**config.mk**
```make
export PLATFORM = sky130hd
export DESIGN_NAME = cfg_frame_loader
export DESIGN_NICKNAME = d
export VERILOG_FILES = /design/src/rtl/cfg_ldr_pkg.sv /design/src/rtl/cfg_crc_unit.sv /design/src/rtl/cfg_len_tracker.sv /design/src/rtl/cfg_frame_fsm.sv /design/src/rtl/cfg_frame_loader.sv
export SDC_FILE = /design/constraint.sdc
export NUM_CORES = 1
export LEC_CHECK = 0
export ABC_AREA = 1
export CAP_MARGIN = 25
export CORE_ASPECT_RATIO = 2
export CORE_UTILIZATION = 55
export CTS_BUF_LIST = sky130_fd_sc_hd__clkbuf_16
export DETAILED_ROUTE_END_ITERATION = 10
export GPL_TIMING_DRIVEN = 0
export PLACE_DENSITY_LB_ADDON = 0.3
export SETUP_SLACK_MARGIN = 0.5
export SLEW_MARGIN = 40
export SYNTH_ARGS = -nofsm -noshare
export SYNTH_HDL_FRONTEND = slang
export SYNTH_SLANG_ARGS = --single-unit
```
**constraint.sdc**
```tcl
create_clock -name clk_i -period 2.55 [get_ports clk_i]
set_input_delay 0.3825 -clock clk_i [delete_from_list [all_inputs] [get_ports clk_i]]
set_output_delay 0.3825 -clock clk_i [all_outputs]
set_load 0.01 [all_outputs]
```
**src/rtl/cfg_ldr_pkg.sv**
```systemverilog
package cfg_ldr_pkg;
  localparam int unsigned HDR_BITS  = 40;
  localparam int unsigned LEN_POS   = 4;
  localparam int unsigned CHK_BITS  = 4;
  localparam int unsigned POST_BITS = 8;
  localparam logic [15:0] CRC_POLY  = 16'h1021;

  typedef enum logic [3:0] {
    ST_LEAD, ST_HDR, ST_GAP, ST_DATA, ST_CHK, ST_POST, ST_TAIL, ST_DONE, ST_FAIL
  } ldr_state_e;

  function automatic logic [15:0] crc_step(input logic [15:0] c, input logic b);
    logic fb;
    fb = c[15] ^ b;
    crc_step = {c[14:0], 1'b0} ^ (fb ? CRC_POLY : 16'h0000);
  endfunction
endpackage

```
**src/rtl/cfg_crc_unit.sv**
```systemverilog
module cfg_crc_unit
  import cfg_ldr_pkg::*;
#(
  parameter int unsigned OUT_W = 4
) (
  input  logic             clk_i,
  input  logic             rst_ni,
  input  logic             clr_i,
  input  logic             upd_i,
  input  logic             bit_i,
  output logic [OUT_W-1:0] crc_lo_o
);
  logic [15:0] crc_q;

  always_ff @(posedge clk_i or negedge rst_ni) begin
    if (!rst_ni)    crc_q <= '0;
    else if (clr_i) crc_q <= '0;
    else if (upd_i) crc_q <= crc_step(crc_q, bit_i);
  end

  assign crc_lo_o = crc_q[OUT_W-1:0];
endmodule

```
**src/rtl/cfg_len_tracker.sv**
```systemverilog
module cfg_len_tracker #(
  parameter int unsigned LEN_W = 24
) (
  input  logic clk_i,
  input  logic rst_ni,
  input  logic cnt_en_i,
  input  logic cap_i,
  input  logic bit_i,
  output logic hit_o
);
  logic [LEN_W-1:0] len_q, cnt_q;

  always_ff @(posedge clk_i or negedge rst_ni) begin
    if (!rst_ni) begin
      len_q <= '0;
      cnt_q <= '0;
    end else begin
      if (cap_i)    len_q <= {len_q[LEN_W-2:0], bit_i};
      if (cnt_en_i) cnt_q <= cnt_q + LEN_W'(1);
    end
  end

  // true while the bit being accepted is the last one counted
  assign hit_o = (cnt_q + LEN_W'(1)) == len_q;
endmodule

```
**src/rtl/cfg_frame_fsm.sv**
```systemverilog
module cfg_frame_fsm
  import cfg_ldr_pkg::*;
#(
  parameter int unsigned DATA_W   = 121,
  parameter int unsigned N_FRAMES = 428,
  parameter int unsigned LEN_W    = 24
) (
  input  logic              clk_i,
  input  logic              rst_ni,
  input  logic              valid_i,
  input  logic              bit_i,
  input  logic              crc_en_i,
  input  logic [3:0]        crc_lo_i,
  input  logic              len_hit_i,
  output logic              crc_clr_o,
  output logic              crc_upd_o,
  output logic              cnt_en_o,
  output logic              hdr_cap_o,
  output logic [DATA_W-1:0] frame_data_o,
  output logic              frame_vld_o,
  output logic              done_o,
  output logic              init_no
);
  localparam int unsigned IDX_MAX = (DATA_W > HDR_BITS) ? DATA_W : HDR_BITS;
  localparam int unsigned IDX_W   = $clog2(IDX_MAX + 1);
  localparam int unsigned FRM_W   = $clog2(N_FRAMES + 1);

  ldr_state_e        st_q, st_d;
  logic [IDX_W-1:0]  idx_q, idx_d;
  logic [FRM_W-1:0]  frm_q, frm_d;
  logic [2:0]        chk_q, chk_d;
  logic [DATA_W-1:0] data_q, data_d;
  logic              vld_q, vld_d;
  logic              chk_ok;

  assign chk_ok = !crc_en_i || ({chk_q, bit_i} == crc_lo_i);

  always_comb begin
    st_d      = st_q;
    idx_d     = idx_q;
    frm_d     = frm_q;
    chk_d     = chk_q;
    data_d    = data_q;
    vld_d     = 1'b0;
    crc_clr_o = 1'b0;
    crc_upd_o = 1'b0;
    if (valid_i) begin
      unique case (st_q)
        ST_LEAD: if (!bit_i) begin
          st_d  = ST_HDR;
          idx_d = IDX_W'(1);
        end
        ST_HDR: begin
          if (idx_q == IDX_W'(HDR_BITS - 1)) st_d = ST_GAP;
          idx_d = idx_q + IDX_W'(1);
        end
        ST_GAP: if (!bit_i) begin
          st_d      = ST_DATA;
          idx_d     = '0;
          crc_clr_o = 1'b1;
        end
        ST_DATA: begin
          data_d    = {data_q[DATA_W-2:0], bit_i};
          crc_upd_o = 1'b1;
          if (idx_q == IDX_W'(DATA_W - 1)) begin
            st_d  = ST_CHK;
            idx_d = '0;
          end else begin
            idx_d = idx_q + IDX_W'(1);
          end
        end
        ST_CHK: begin
          chk_d = {chk_q[1:0], bit_i};
          idx_d = idx_q + IDX_W'(1);
          if (idx_q == IDX_W'(CHK_BITS - 1)) begin
            idx_d = '0;
            if (!chk_ok) begin
              st_d = ST_FAIL;
            end else begin
              vld_d = 1'b1;
              frm_d = frm_q + FRM_W'(1);
              st_d  = (frm_q == FRM_W'(N_FRAMES - 1)) ? ST_POST : ST_GAP;
            end
          end
        end
        ST_POST: begin
          idx_d = idx_q + IDX_W'(1);
          if (idx_q == IDX_W'(POST_BITS - 1)) st_d = len_hit_i ? ST_DONE : ST_TAIL;
        end
        ST_TAIL: if (len_hit_i) st_d = ST_DONE;
        default: ;
      endcase
    end
  end

  always_ff @(posedge clk_i or negedge rst_ni) begin
    if (!rst_ni) begin
      st_q   <= ST_LEAD;
      idx_q  <= '0;
      frm_q  <= '0;
      chk_q  <= '0;
      data_q <= '0;
      vld_q  <= 1'b0;
    end else begin
      st_q   <= st_d;
      idx_q  <= idx_d;
      frm_q  <= frm_d;
      chk_q  <= chk_d;
      data_q <= data_d;
      vld_q  <= vld_d;
    end
  end

  assign cnt_en_o     = valid_i && (st_q != ST_DONE) && (st_q != ST_FAIL);
  assign hdr_cap_o    = valid_i && (st_q == ST_HDR) &&
                        (idx_q >= IDX_W'(LEN_POS)) && (idx_q < IDX_W'(LEN_POS + LEN_W));
  assign frame_data_o = data_q;
  assign frame_vld_o  = vld_q;
  assign done_o       = (st_q == ST_DONE);
  assign init_no      = (st_q != ST_FAIL);
endmodule

```
**src/rtl/cfg_frame_loader.sv**
```systemverilog
module cfg_frame_loader #(
  parameter int unsigned N_ROWS = 10,
  parameter int unsigned N_COLS = 10,
  parameter int unsigned LEN_W  = 24,
  localparam int unsigned DATA_W   = 10 * N_ROWS + 7 + 13 + 1,
  localparam int unsigned N_FRAMES = 36 * N_COLS + 26 + 41 + 1
) (
  input  logic              clk_i,
  input  logic              rst_ni,
  input  logic              valid_i,
  input  logic              bit_i,
  input  logic              crc_en_i,
  output logic [DATA_W-1:0] frame_data_o,
  output logic              frame_vld_o,
  output logic              done_o,
  output logic              init_no
);
  logic       crc_clr, crc_upd, cnt_en, hdr_cap, len_hit;
  logic [3:0] crc_lo;

  cfg_crc_unit #(.OUT_W(4)) i_crc (
    .clk_i, .rst_ni, .clr_i(crc_clr), .upd_i(crc_upd), .bit_i, .crc_lo_o(crc_lo)
  );

  cfg_len_tracker #(.LEN_W(LEN_W)) i_len (
    .clk_i, .rst_ni, .cnt_en_i(cnt_en), .cap_i(hdr_cap), .bit_i, .hit_o(len_hit)
  );

  cfg_frame_fsm #(.DATA_W(DATA_W), .N_FRAMES(N_FRAMES), .LEN_W(LEN_W)) i_fsm (
    .clk_i, .rst_ni, .valid_i, .bit_i, .crc_en_i,
    .crc_lo_i(crc_lo), .len_hit_i(len_hit),
    .crc_clr_o(crc_clr), .crc_upd_o(crc_upd), .cnt_en_o(cnt_en), .hdr_cap_o(hdr_cap),
    .frame_data_o, .frame_vld_o, .done_o, .init_no
  );
endmodule

```
==> impl_metrics.env, run 1 <==
export IMPL_status="finished clean"
export IMPL_place_congestion=0.9660
export IMPL_worst_slew_pin_slew_ns=0.5611
export IMPL_grt_usage_pct=29.47
export IMPL_grt_max_degree=67
export IMPL_chipWidth_um=94.60
export IMPL_grt_pass1_vias=8808
export IMPL_wl_per_cell_um=15.82
export IMPL_p_leak_nw=6.329
export IMPL_wl_mm=25.05
export IMPL_startpoint_type="register"
export IMPL_cts_root_buf="clkbuf_16"
export IMPL_cts_tree="built"
export IMPL_drc=0
export IMPL_ant_nets=0
export IMPL_start_util_pct=56.25
export IMPL_synth_top_cells_by_area="dfrtp_1 55%, nand2_1 22%, inv_1 4.0%, nand3_1 3.7%, o21ai_0 2.8%"
export IMPL_nets=1372
export IMPL_finalClockSkew_ns=0.009107
export IMPL_period_minus_slack_ns=2.299
export IMPL_power_density_nw_per_um2=551.0
export IMPL_required_ns=2.94
export IMPL_max_freq_mhz=435.0
export IMPL_fin_crit_sh_pct=90.16
export IMPL_fin_hold_ws_ns=0.4132
export IMPL_place_area_um2=11050
export IMPL_vias=8505
export IMPL_total_power_mw=6.753
export IMPL_arrival_ns=2.68
export IMPL_dieArea_um2=17710
export IMPL_slew_headroom_pct=62.28
export IMPL_synth_seq_cells=209
export IMPL_setup_viol=0
export IMPL_synthTopCellsByCount="553 x nand2_1, 209 x dfrtp_1, 100 x inv_1"
export IMPL_first_pass_iters=5
export IMPL_post_synth_top_count_cell="nand2_1"
export IMPL_antenna_cells=0
export IMPL_grt_ovfl_total=0
export IMPL_ios=129
export IMPL_hpwl_mm=17.45
export IMPL_syn_avg_cell_area_um2=7.926
export IMPL_grt_pass1_wl_mm=41.05
export IMPL_drive_gt1_share_pct=11.76
export IMPL_portBuffers=128
export IMPL_coreArea_um2=16770
export IMPL_cts_max_path_buffers=3
export IMPL_synth_seq_area_share_pct=55.45
export IMPL_post_route_cell_area_um2=12260
export IMPL_critPathCaptureType="register"
export IMPL_cts_sinks=209
export IMPL_ys_flop_type="dfrtp_1"
export IMPL_ys_types=32
export IMPL_ys_async_sr_fraction_pct=100.0
export IMPL_synth_area_um2=9432
export IMPL_std_cell_rows=67
export IMPL_critPathKind="register to register"
export IMPL_area_growth_pct=29.94
export IMPL_yosys_area_top_type_share_pct=55.45
export IMPL_finalHoldViolCount=0
export IMPL_synth_warnings=0
export IMPL_yosys_area_top_type="dfrtp_1"
export IMPL_cts_buffers=20
export IMPL_drt_iter0_drc=335
export IMPL_vdd_ir_drop_max_mv=0.6768
export IMPL_fp_dieH_um=187.2
export IMPL_clkTransAtPathRegs_ns=0.07
export IMPL_synthCells=1190
export IMPL_antenna_found_initial=0
export IMPL_rr_worst_depth=17
export IMPL_cts_htree_levels=1
export IMPL_via_per_inst=5.369
export IMPL_fill_cells=1235
export IMPL_slew_viol_final=0
export IMPL_cp_max_fo=5
export IMPL_syn_nets=1199
export IMPL_clock_latency_ns=0.50
export IMPL_rsz0062_at_grt="true"
export IMPL_synth_edf_count=0
export IMPL_max_cap_viol_count=0
export IMPL_worstHoldPathType="primary input to async pin"
layer usage:
| metal | vias to the layer above | global-route usage, % | wire length (um) |
|---|---|---|---|
| li1 | 4054 | - | - |
| met1 | 4068 | 30.83 | 8551 |
| met3 | 104 | 7.846 | 1713 |
| met5 | - | 0 | 0 |
| met2 | 279 | 51.67 | 13240 |
| met4 | 0 | 16.96 | 1548 |
final timing paths:
check | from | to | slack [ns]
min in group clk_i | i_fsm.frm_q[7] | i_fsm.frm_q[7] | 0.47
min | rst_ni | i_len.len_q[14] | 0.41
max reg2reg | i_len.cnt_q[0] | i_fsm.st_q[1] | 0.25
min reg2reg | i_fsm.frm_q[7] | i_fsm.frm_q[7] | 0.47
max in group asynchronous | rst_ni | i_fsm.frame_data_o[103] | 0.89
max | i_len.cnt_q[0] | i_fsm.st_q[1] | 0.25
stage by stage:
step | setup TNS [ns] | util [%] | cells | setup slack [ns]
detailed placement | -0.1670 | 65.92 | 1528 | -0.09371
CTS | 0 | 72.02 | 1580 | 0.2513
finish | 0 | 73.10 | 1584 | 0.2509
global placement | -1603.26 | 65.44 | 1525 | -7.702
floorplan | 0 | - | 1190 | 0.5514
global route | 0 | 73.10 | 1584 | 0.1119
cell usage in the layout, fill, tap and decap left out, types with 2 or more instances in the layout:
master,n
clkbuf_2,23
clkdlybuf4s50_1,124
buf_16,2
o21ai_1,3
nor2_2,12
a21oi_1,9
o21a_1,2
clkbuf_1,5
xnor2_1,4
inv_1,99
dlygate4sd2_1,3
nand3_4,3
dfrtp_2,7
clkbuf_16,21
xor2_1,16
dfrtp_1,202
clkinv_2,5
buf_2,7
nor2_1,53
nand2_2,17
clkinv_1,2
nor2_4,8
nor3_1,5
nand3_1,65
ha_1,3
inv_2,2
buf_4,13
nand3_2,3
buf_12,3
nand2_4,6
o22ai_1,16
buf_6,5
clkinvlp_4,4
nor4_1,6
o21ai_0,51
bufinv_16,3
nand2_1,532
nand4_1,10
mux2_2,3
clkbuf_4,2
sequential cells by signal, summed over array words and instances, names as in the netlist:
register,count
i_crc.crc_q,16
i_fsm.chk_q,3
i_fsm.frame_data_o,121
i_fsm.frame_vld_o,1
i_fsm.frm_q,9
i_fsm.idx_q,7
i_fsm.st_q,4
i_len.cnt_q,24
i_len.len_q,24
report_power, final:
group	total, mW	switching [mW]	leakage (nW)	internal [mW]
clock	3.15	1.33	0.332	1.82
combinational	0.213	0.146	3.28	0.0664
sequential	3.39	0.0324	2.72	3.36
total	6.75	1.51	6.33	5.24
timing repair:
item                                    in CTS  in global routing
pin swaps                                   22                 22
endpoints found under the hold margin       61                  0
gates resized for setup                     68                 79
endpoints found under the setup margin     177                166
hold buffers                                 1                  0
gates cloned                                 0                  1
buffers inserted                            15                  3
final cells by class:
cell class	count	area (um2)	share of cell area [%]
buffer	39	198.9	1.623
clock buffer	21	525.5	4.288
clock inverter	15	166.4	1.358
inverter	103	389.1	3.175
multi-input combinational	839	3920	31.99
sequential	209	5239	42.75
tap	207	259.0	2.113
timing repair buffer	151	1558	12.71
cell families (layout without fill, tap and decap cells):
| kind of cell | after synthesis | after routing | share of synthesized area [%] |
|---|---|---|---|
| AO/OA/AOI/OAI | 88 | 88 | 5.121 |
| XOR/XNOR | 20 | 20 | 1.857 |
| adder cells (fa/ha/maj) | 4 | 4 | 0.5307 |
| buffers and inverters | 142 | 329 | 5.651 |
| flip-flops | 209 | 209 | 55.45 |
| multiplexers | 3 | 3 | 0.3582 |
| AND/OR/NAND/NOR | 724 | 724 | 31.03 |
critical path, cell delays in order, from the launching register on:
cell	delay, ns
dfrtp_1	0.42
ha_4	0.18
nand2_4	0.06
nor2_4	0.15
buf_6	0.16
nand2_4	0.06
nor2_1	0.16
nand3_1	0.10
nand3_1	0.10
nand2_1	0.09
nor2_1	0.10
nand2_1	0.10
nor2_4	0.13
nand2_2	0.07
nand2_4	0.10
nand2_4	0.08
nand2_2	0.09
nand2_2	0.04
(Power assumes the default switching activity.)
==> inputs of run 2 (changes only) <==
--- a/config.mk
+++ b/config.mk
@@ -8,7 +8,7 @@
 export ABC_AREA = 1
 export CAP_MARGIN = 25
 export CORE_ASPECT_RATIO = 2
-export CORE_UTILIZATION = 55
+export CORE_UTILIZATION = 59
 export CTS_BUF_LIST = sky130_fd_sc_hd__clkbuf_16
 export DETAILED_ROUTE_END_ITERATION = 10
 export GPL_TIMING_DRIVEN = 0
==> constraint.sdc (replaced) <==
create_clock -name clk_i -period 2.7 [get_ports clk_i]
set_input_delay 0.405 -clock clk_i [delete_from_list [all_inputs] [get_ports clk_i]]
set_output_delay 0.405 -clock clk_i [all_outputs]
set_load 0.01 [all_outputs]
==> run 2 against run 1 <==
  * Die area shrank 6.7%
  * Worst hold slack lost 0.0088 ns
  * Clock power shrank 18%
  * Largest power group unchanged
==> impl_metrics.env, run 2 (synthesis results as in run 1) <==
export IMPL_place_congestion=0.9465
export IMPL_vdd_ir_drop_max_mv=0.5396
export IMPL_dieArea_um2=16530
export IMPL_utilization_pct=76.99
export IMPL_start_util_pct=60.09
export IMPL_period_minus_slack_ns=2.389
export IMPL_fin_hold_ws_ns=0.4044
export IMPL_final_cell_mix="536 x nand2_1, 207 x dfrtp_1, 126 x clkdlybuf4s50_1, 101 x inv_1, 64 x nand3_1"
export IMPL_ios=129
export IMPL_area_growth_pct=28.12
export IMPL_grt_max_degree=67
export IMPL_cts_htree_levels=1
export IMPL_std_cell_rows=65
export IMPL_nets=1373
export IMPL_fin_crit_sh_pct=88.49
export IMPL_cp_max_fo=5
export IMPL_portBuffers=128
export IMPL_wl_per_cell_um=16.26
export IMPL_startpoint_type="register"
export IMPL_coreArea_um2=15700
export IMPL_grt_pass1_vias=8858
export IMPL_chipWidth_um=91.40
export IMPL_cts_max_path_buffers=3
export IMPL_grt_ovfl_total=0
export IMPL_met3_length_mm=1.825
export IMPL_arrival_ns=2.78
export IMPL_worst_slew_pin_slew_ns=0.6374
export IMPL_critPathKind="register to register"
export IMPL_slew_viol_final=0
export IMPL_r2r_end="i_fsm.st_q[0]"
export IMPL_setup_viol=0
export IMPL_drt_iter0_drc=471
export IMPL_topRoutingLayerUsed="met4"
export IMPL_grt_usage_pct=31.84
export IMPL_first_pass_iters=7
export IMPL_largest_reg_flops=121
export IMPL_cts_tree="built"
export IMPL_status="finished clean"
export IMPL_cts_sinks=209
export IMPL_vias=8560
export IMPL_max_cap_viol_count=0
export IMPL_p_leak_nw=6.254
export IMPL_final_common_cell="nand2_1"
export IMPL_wl_mm=25.61
export IMPL_hpwl_mm=17.52
export IMPL_grt_pass1_wl_mm=41.70
export IMPL_tns_ns=0
export IMPL_slew_headroom_pct=57.15
export IMPL_dr_wl_met2_mm=13.69
export IMPL_wl_met1_mm=8.698
export IMPL_drc=0
export IMPL_rrSetupSlack_ns=0.31
export IMPL_rr_startpoint="i_len.cnt_q[0]"
export IMPL_rr_worst_depth=18
export IMPL_antenna_found_initial=0
export IMPL_antenna_cells=0
export IMPL_power_density_nw_per_um2=495.6
export IMPL_place_area_um2=11050
export IMPL_fp_dieH_um=180.8
export IMPL_clock_latency_ns=0.50
export IMPL_dp_worst_setup_slack_ns=0.1133
export IMPL_fill_cells=1086
export IMPL_crit_end="i_fsm.st_q[0]"
export IMPL_cts_buffers=19
export IMPL_setup_ws_ns=0.3108
export IMPL_required_ns=3.09
export IMPL_post_route_cell_area_um2=12080
export IMPL_cts_root_buf="clkbuf_16"
export IMPL_clkTransAtPathRegs_ns=0.07
export IMPL_worstHoldPathType="primary input to async pin"
export IMPL_max_freq_mhz=418.6
export IMPL_critPathCaptureType="register"
export IMPL_startpoint="i_len.cnt_q[0]"
export IMPL_via_per_inst=5.435
export IMPL_drive_gt1_share_pct=10.63
export IMPL_ant_nets=0
export IMPL_finalHoldViolCount=0
export IMPL_rsz0062_at_grt="true"
export IMPL_finalClockSkew_ns=0.01048
## run 2: where the power goes
part / internal (mW) / total (mW) / leakage [nW] / switching (mW)
Combinational: 0.0652 / 0.204 / 3.24 / 0.138
Sequential: 3.17 / 3.20 / 2.73 / 0.0296
Clock: 1.39 / 2.59 / 0.284 / 1.20
Total: 4.62 / 5.99 / 6.25 / 1.37
## run 2: how the worst min path moves through the flow
stage / startpoint / endpoint / slack, ns / depth (start not counted)
5_1_grt: rst_ni / i_len.cnt_q[6] / 0.43 / 2
3_5_place_dp: rst_ni / i_len.cnt_q[13] / 0.33 / 1
4_1_cts: rst_ni / i_fsm.frame_data_o[24] / 0.41 / 2
6_report: rst_ni / i_len.cnt_q[13] / 0.40 / 2
3_3_place_gp: i_fsm.frm_q[7] / i_fsm.frm_q[7] / 0.46 / 1
2_1_floorplan: rst_ni / i_crc.crc_q[0] / 0.11 / 0
## run 2: metrics by stage
step                      power, mW  cells
after floorplan               3.330   1190
after global placement        3.434   1519
after detailed placement      3.452   1522
after CTS                     6.014   1568
after global routing          6.162   1575
final                         5.989   1575
## run 2: routing by layer
| metal | GRT usage, % | vias up |
|---|---|---|
| met1 | 32.42 | 4070 |
| met2 | 57.83 | 322 |
| met4 | 18.35 | 0 |
| li1 | - | 4062 |
| met3 | 7.912 | 106 |
| met5 | 0 | - |
## run 2: final cells by class
class                           count  area [um2]  share of cell area [%]
Clock buffer                       19       475.5                   3.935
Timing Repair Buffer              152        1577                   13.05
Multi-Input combinational cell    840        3879                   32.10
Tap cell                          201       251.5                   2.081
Buffer                             39       185.2                   1.532
Sequential cell                   209        5233                   43.30
Inverter                          103       389.1                   3.220
Clock inverter                     12       95.09                  0.7869
## run 2: worst max-delay path, cell delays in order (launching register included)
cell and delay, ns:
dfrtp_2 0.42, buf_6 0.12, inv_4 0.03, nor2_4 0.27, nand2_4 0.14, nor2_4 0.19, nand2_1 0.08, nand2_2 0.09
nand2_2 0.06, nand2_2 0.07, nand2_2 0.06, nor2_4 0.12, nand2_2 0.06, nor2_2 0.13, nand2_1 0.08, nand2_2 0.12
nand2_2 0.08, nand2_1 0.09, nand2_1 0.06
## run 2: what timing repair did
item / 4_1_cts / 5_1_grt
hold buffers: 1 / 0
pin swaps: 12 / 24
endpoints found under the setup margin: 157 / 165
buffers inserted: 13 / 7
cloned: 1 / 0
gates resized for setup: 34 / 90
hold endpoints to repair: 47 / 0
==> inputs of run 3 (changes only) <==
--- a/config.mk
+++ b/config.mk
@@ -13,7 +13,6 @@
 export DETAILED_ROUTE_END_ITERATION = 10
 export GPL_TIMING_DRIVEN = 0
 export PLACE_DENSITY_LB_ADDON = 0.3
-export SETUP_SLACK_MARGIN = 0.5
 export SLEW_MARGIN = 40
 export SYNTH_ARGS = -nofsm -noshare
 export SYNTH_HDL_FRONTEND = slang
==> run 3 against run 2 <==
  * Utilization decreased by 2.7 points
  * Clock skew barely moved
  * Worst hold slack lost 0.0035 ns
  * Critical path type unchanged
  * Worst setup slack got worse by 0.11 ns
  * Total power shrank 0.20%
  * Clock-buffer cell count unchanged
  * Cell count down 1.2%
  * Cell area fell by 3.4%
  * Wire length fell by 4.7%
==> impl_metrics.env, run 3 (synthesis results as in run 1) <==
export IMPL_status="finished clean"
export IMPL_drc=0
export IMPL_wl_mm=24.40
export IMPL_startpoint_type="register"
export IMPL_required_ns=3.09
export IMPL_max_freq_mhz=400.7
export IMPL_area_growth_pct=23.71
export IMPL_coreArea_um2=15700
export IMPL_dieArea_um2=16530
export IMPL_drive_gt1_share_pct=4.354
export IMPL_slew_viol_final=0
export IMPL_rr_startpoint="i_len.cnt_q[1]"
export IMPL_cts_buffers=19
export IMPL_r2r_end="i_fsm.st_q[0]"
export IMPL_cp_max_fo=8
export IMPL_antenna_cells=0
export IMPL_max_cap_viol_count=0
export IMPL_nets=1354
export IMPL_fin_crit_sh_pct=92.42
export IMPL_start_util_pct=60.09
export IMPL_cts_tree="built"
export IMPL_largest_reg_flops=121
export IMPL_worst_slew_pin_slew_ns=0.6444
export IMPL_tns_ns=0
export IMPL_power_density_nw_per_um2=512.3
export IMPL_grt_max_degree=67
export IMPL_period_minus_slack_ns=2.495
export IMPL_vdd_ir_drop_max_mv=0.5328
export IMPL_hpwl_mm=17.52
export IMPL_final_common_cell="nand2_1"
export IMPL_critPathCaptureType="register"
export IMPL_portBuffers=128
export IMPL_arrival_ns=2.89
export IMPL_fp_dieH_um=180.8
export IMPL_worstHoldPathType="primary input to async pin"
export IMPL_rrSetupSlack_ns=0.20
export IMPL_place_congestion=0.9465
export IMPL_rr_worst_depth=17
export IMPL_setup_viol=0
export IMPL_wl_per_cell_um=15.68
export IMPL_cts_root_buf="clkbuf_16"
export IMPL_ios=129
export IMPL_ant_nets=0
export IMPL_cts_htree_levels=1
export IMPL_grt_ovfl_total=0
export IMPL_first_pass_iters=5
export IMPL_antenna_found_initial=0
export IMPL_finalHoldViolCount=0
export IMPL_grt_pass1_wl_mm=40.66
export IMPL_vias=8367
export IMPL_grt_pass1_vias=8647
export IMPL_clkTransAtPathRegs_ns=0.07
export IMPL_p_leak_nw=6.008
export IMPL_critPathKind="register to register"
export IMPL_chipWidth_um=91.40
export IMPL_drt_iter0_drc=381
export IMPL_finalClockSkew_ns=0.01074
export IMPL_total_power_mw=5.977
export IMPL_cts_max_path_buffers=3
export IMPL_via_per_inst=5.377
export IMPL_slew_headroom_pct=57.04
export IMPL_final_cell_mix="553 x nand2_1, 209 x dfrtp_1, 127 x clkdlybuf4s50_1, 101 x inv_1, 69 x nand3_1"
export IMPL_cts_sinks=209
export IMPL_grt_usage_pct=30.99
export IMPL_std_cell_rows=65
export IMPL_clock_latency_ns=0.50
-- run 3: changes by cell type in the layout (fill, tap and decap cells not counted), moves of 6 or more --
cell,previous run,this run
nor2_2,12,6
nor2_4,10,4
nand2_2,14,2
clkbuf_1,8,39
buf_4,14,2
clkbuf_2,27,0
nor2_1,52,63
nand2_1,536,553
-- run 3: worst max path at each step --
stage / cells after the start / slack, ns / from / end
floorplan: 16 / 0.70 / i_len.cnt_q[0] / i_fsm.st_q[0]
global placement: 1 / -7.46 / rst_ni / i_fsm.frame_data_o[99]
detailed placement: 7 / 0.11 / valid_i / i_fsm.frame_data_o[74]
CTS: 16 / 0.20 / i_len.cnt_q[0] / i_fsm.st_q[0]
global route: 18 / -0.01 / i_len.cnt_q[1] / i_fsm.st_q[1]
finish: 17 / 0.20 / i_len.cnt_q[1] / i_fsm.st_q[0]
-- run 3: area by class of cell --
cell class / instances / area (um2)
Sequential cell: 209 / 5230
Fill cell: 1159 / 4029
Multi-Input combinational cell: 839 / 3689
Timing Repair Buffer: 134 / 1394
Clock buffer: 19 / 475.5
Inverter: 103 / 386.6
Tap cell: 201 / 251.5
Buffer: 39 / 146.4
Clock inverter: 12 / 95.09
-- run 3: worst max-delay path, stage by stage (launching register included) --
cell	delay, ns
dfrtp_1	0.40
ha_2	0.22
nand2_1	0.13
nor2_4	0.27
buf_4	0.17
nand3_1	0.08
nand3_1	0.10
nand2_1	0.08
nor2_2	0.17
nand3_1	0.09
nor2_1	0.10
nand2_1	0.08
nor2_2	0.12
nand2_1	0.08
nand2_2	0.11
nand2_2	0.07
nand2_1	0.09
nand2_1	0.05
-- run 3: power by group --
group / internal [mW] / switching (mW) / leakage [nW] / total [mW]
Combinational: 0.0637 / 0.133 / 3.00 / 0.196
Clock: 1.39 / 1.20 / 0.284 / 2.58
Sequential: 3.17 / 0.0289 / 2.73 / 3.20
-- run 3: metal layers --
metal,wire (um),GRT usage [%]
met3,1635,7.912
met4,1427,18.98
met5,0,0
met2,12960,55.73
met1,8368,31.42
-- run 3: timing repair --
action                     in CTS  in global routing
hold buffers                    1                  0
setup buffers                   0                  2
gates resized for setup         0                  5
hold endpoints to repair       47                  0
setup endpoints to repair       0                  3
-- run 3: stage by stage --
stage / hold WS [ns] / util, % / std cells / cell area [um2] / setup slack (ns)
after detailed placement: 0.3326 / 70.41 / 1522 / 11050 / 0.1133
final: 0.4009 / 74.33 / 1556 / 11670 / 0.2046
after floorplan: 0.1094 / - / 1190 / 9432 / 0.7014
after global routing: 0.4349 / 74.33 / 1556 / 11670 / -0.01161
after global placement: 0.4578 / 69.85 / 1519 / 10960 / -7.465
after CTS: 0.4115 / 74.11 / 1554 / 11630 / 0.2016
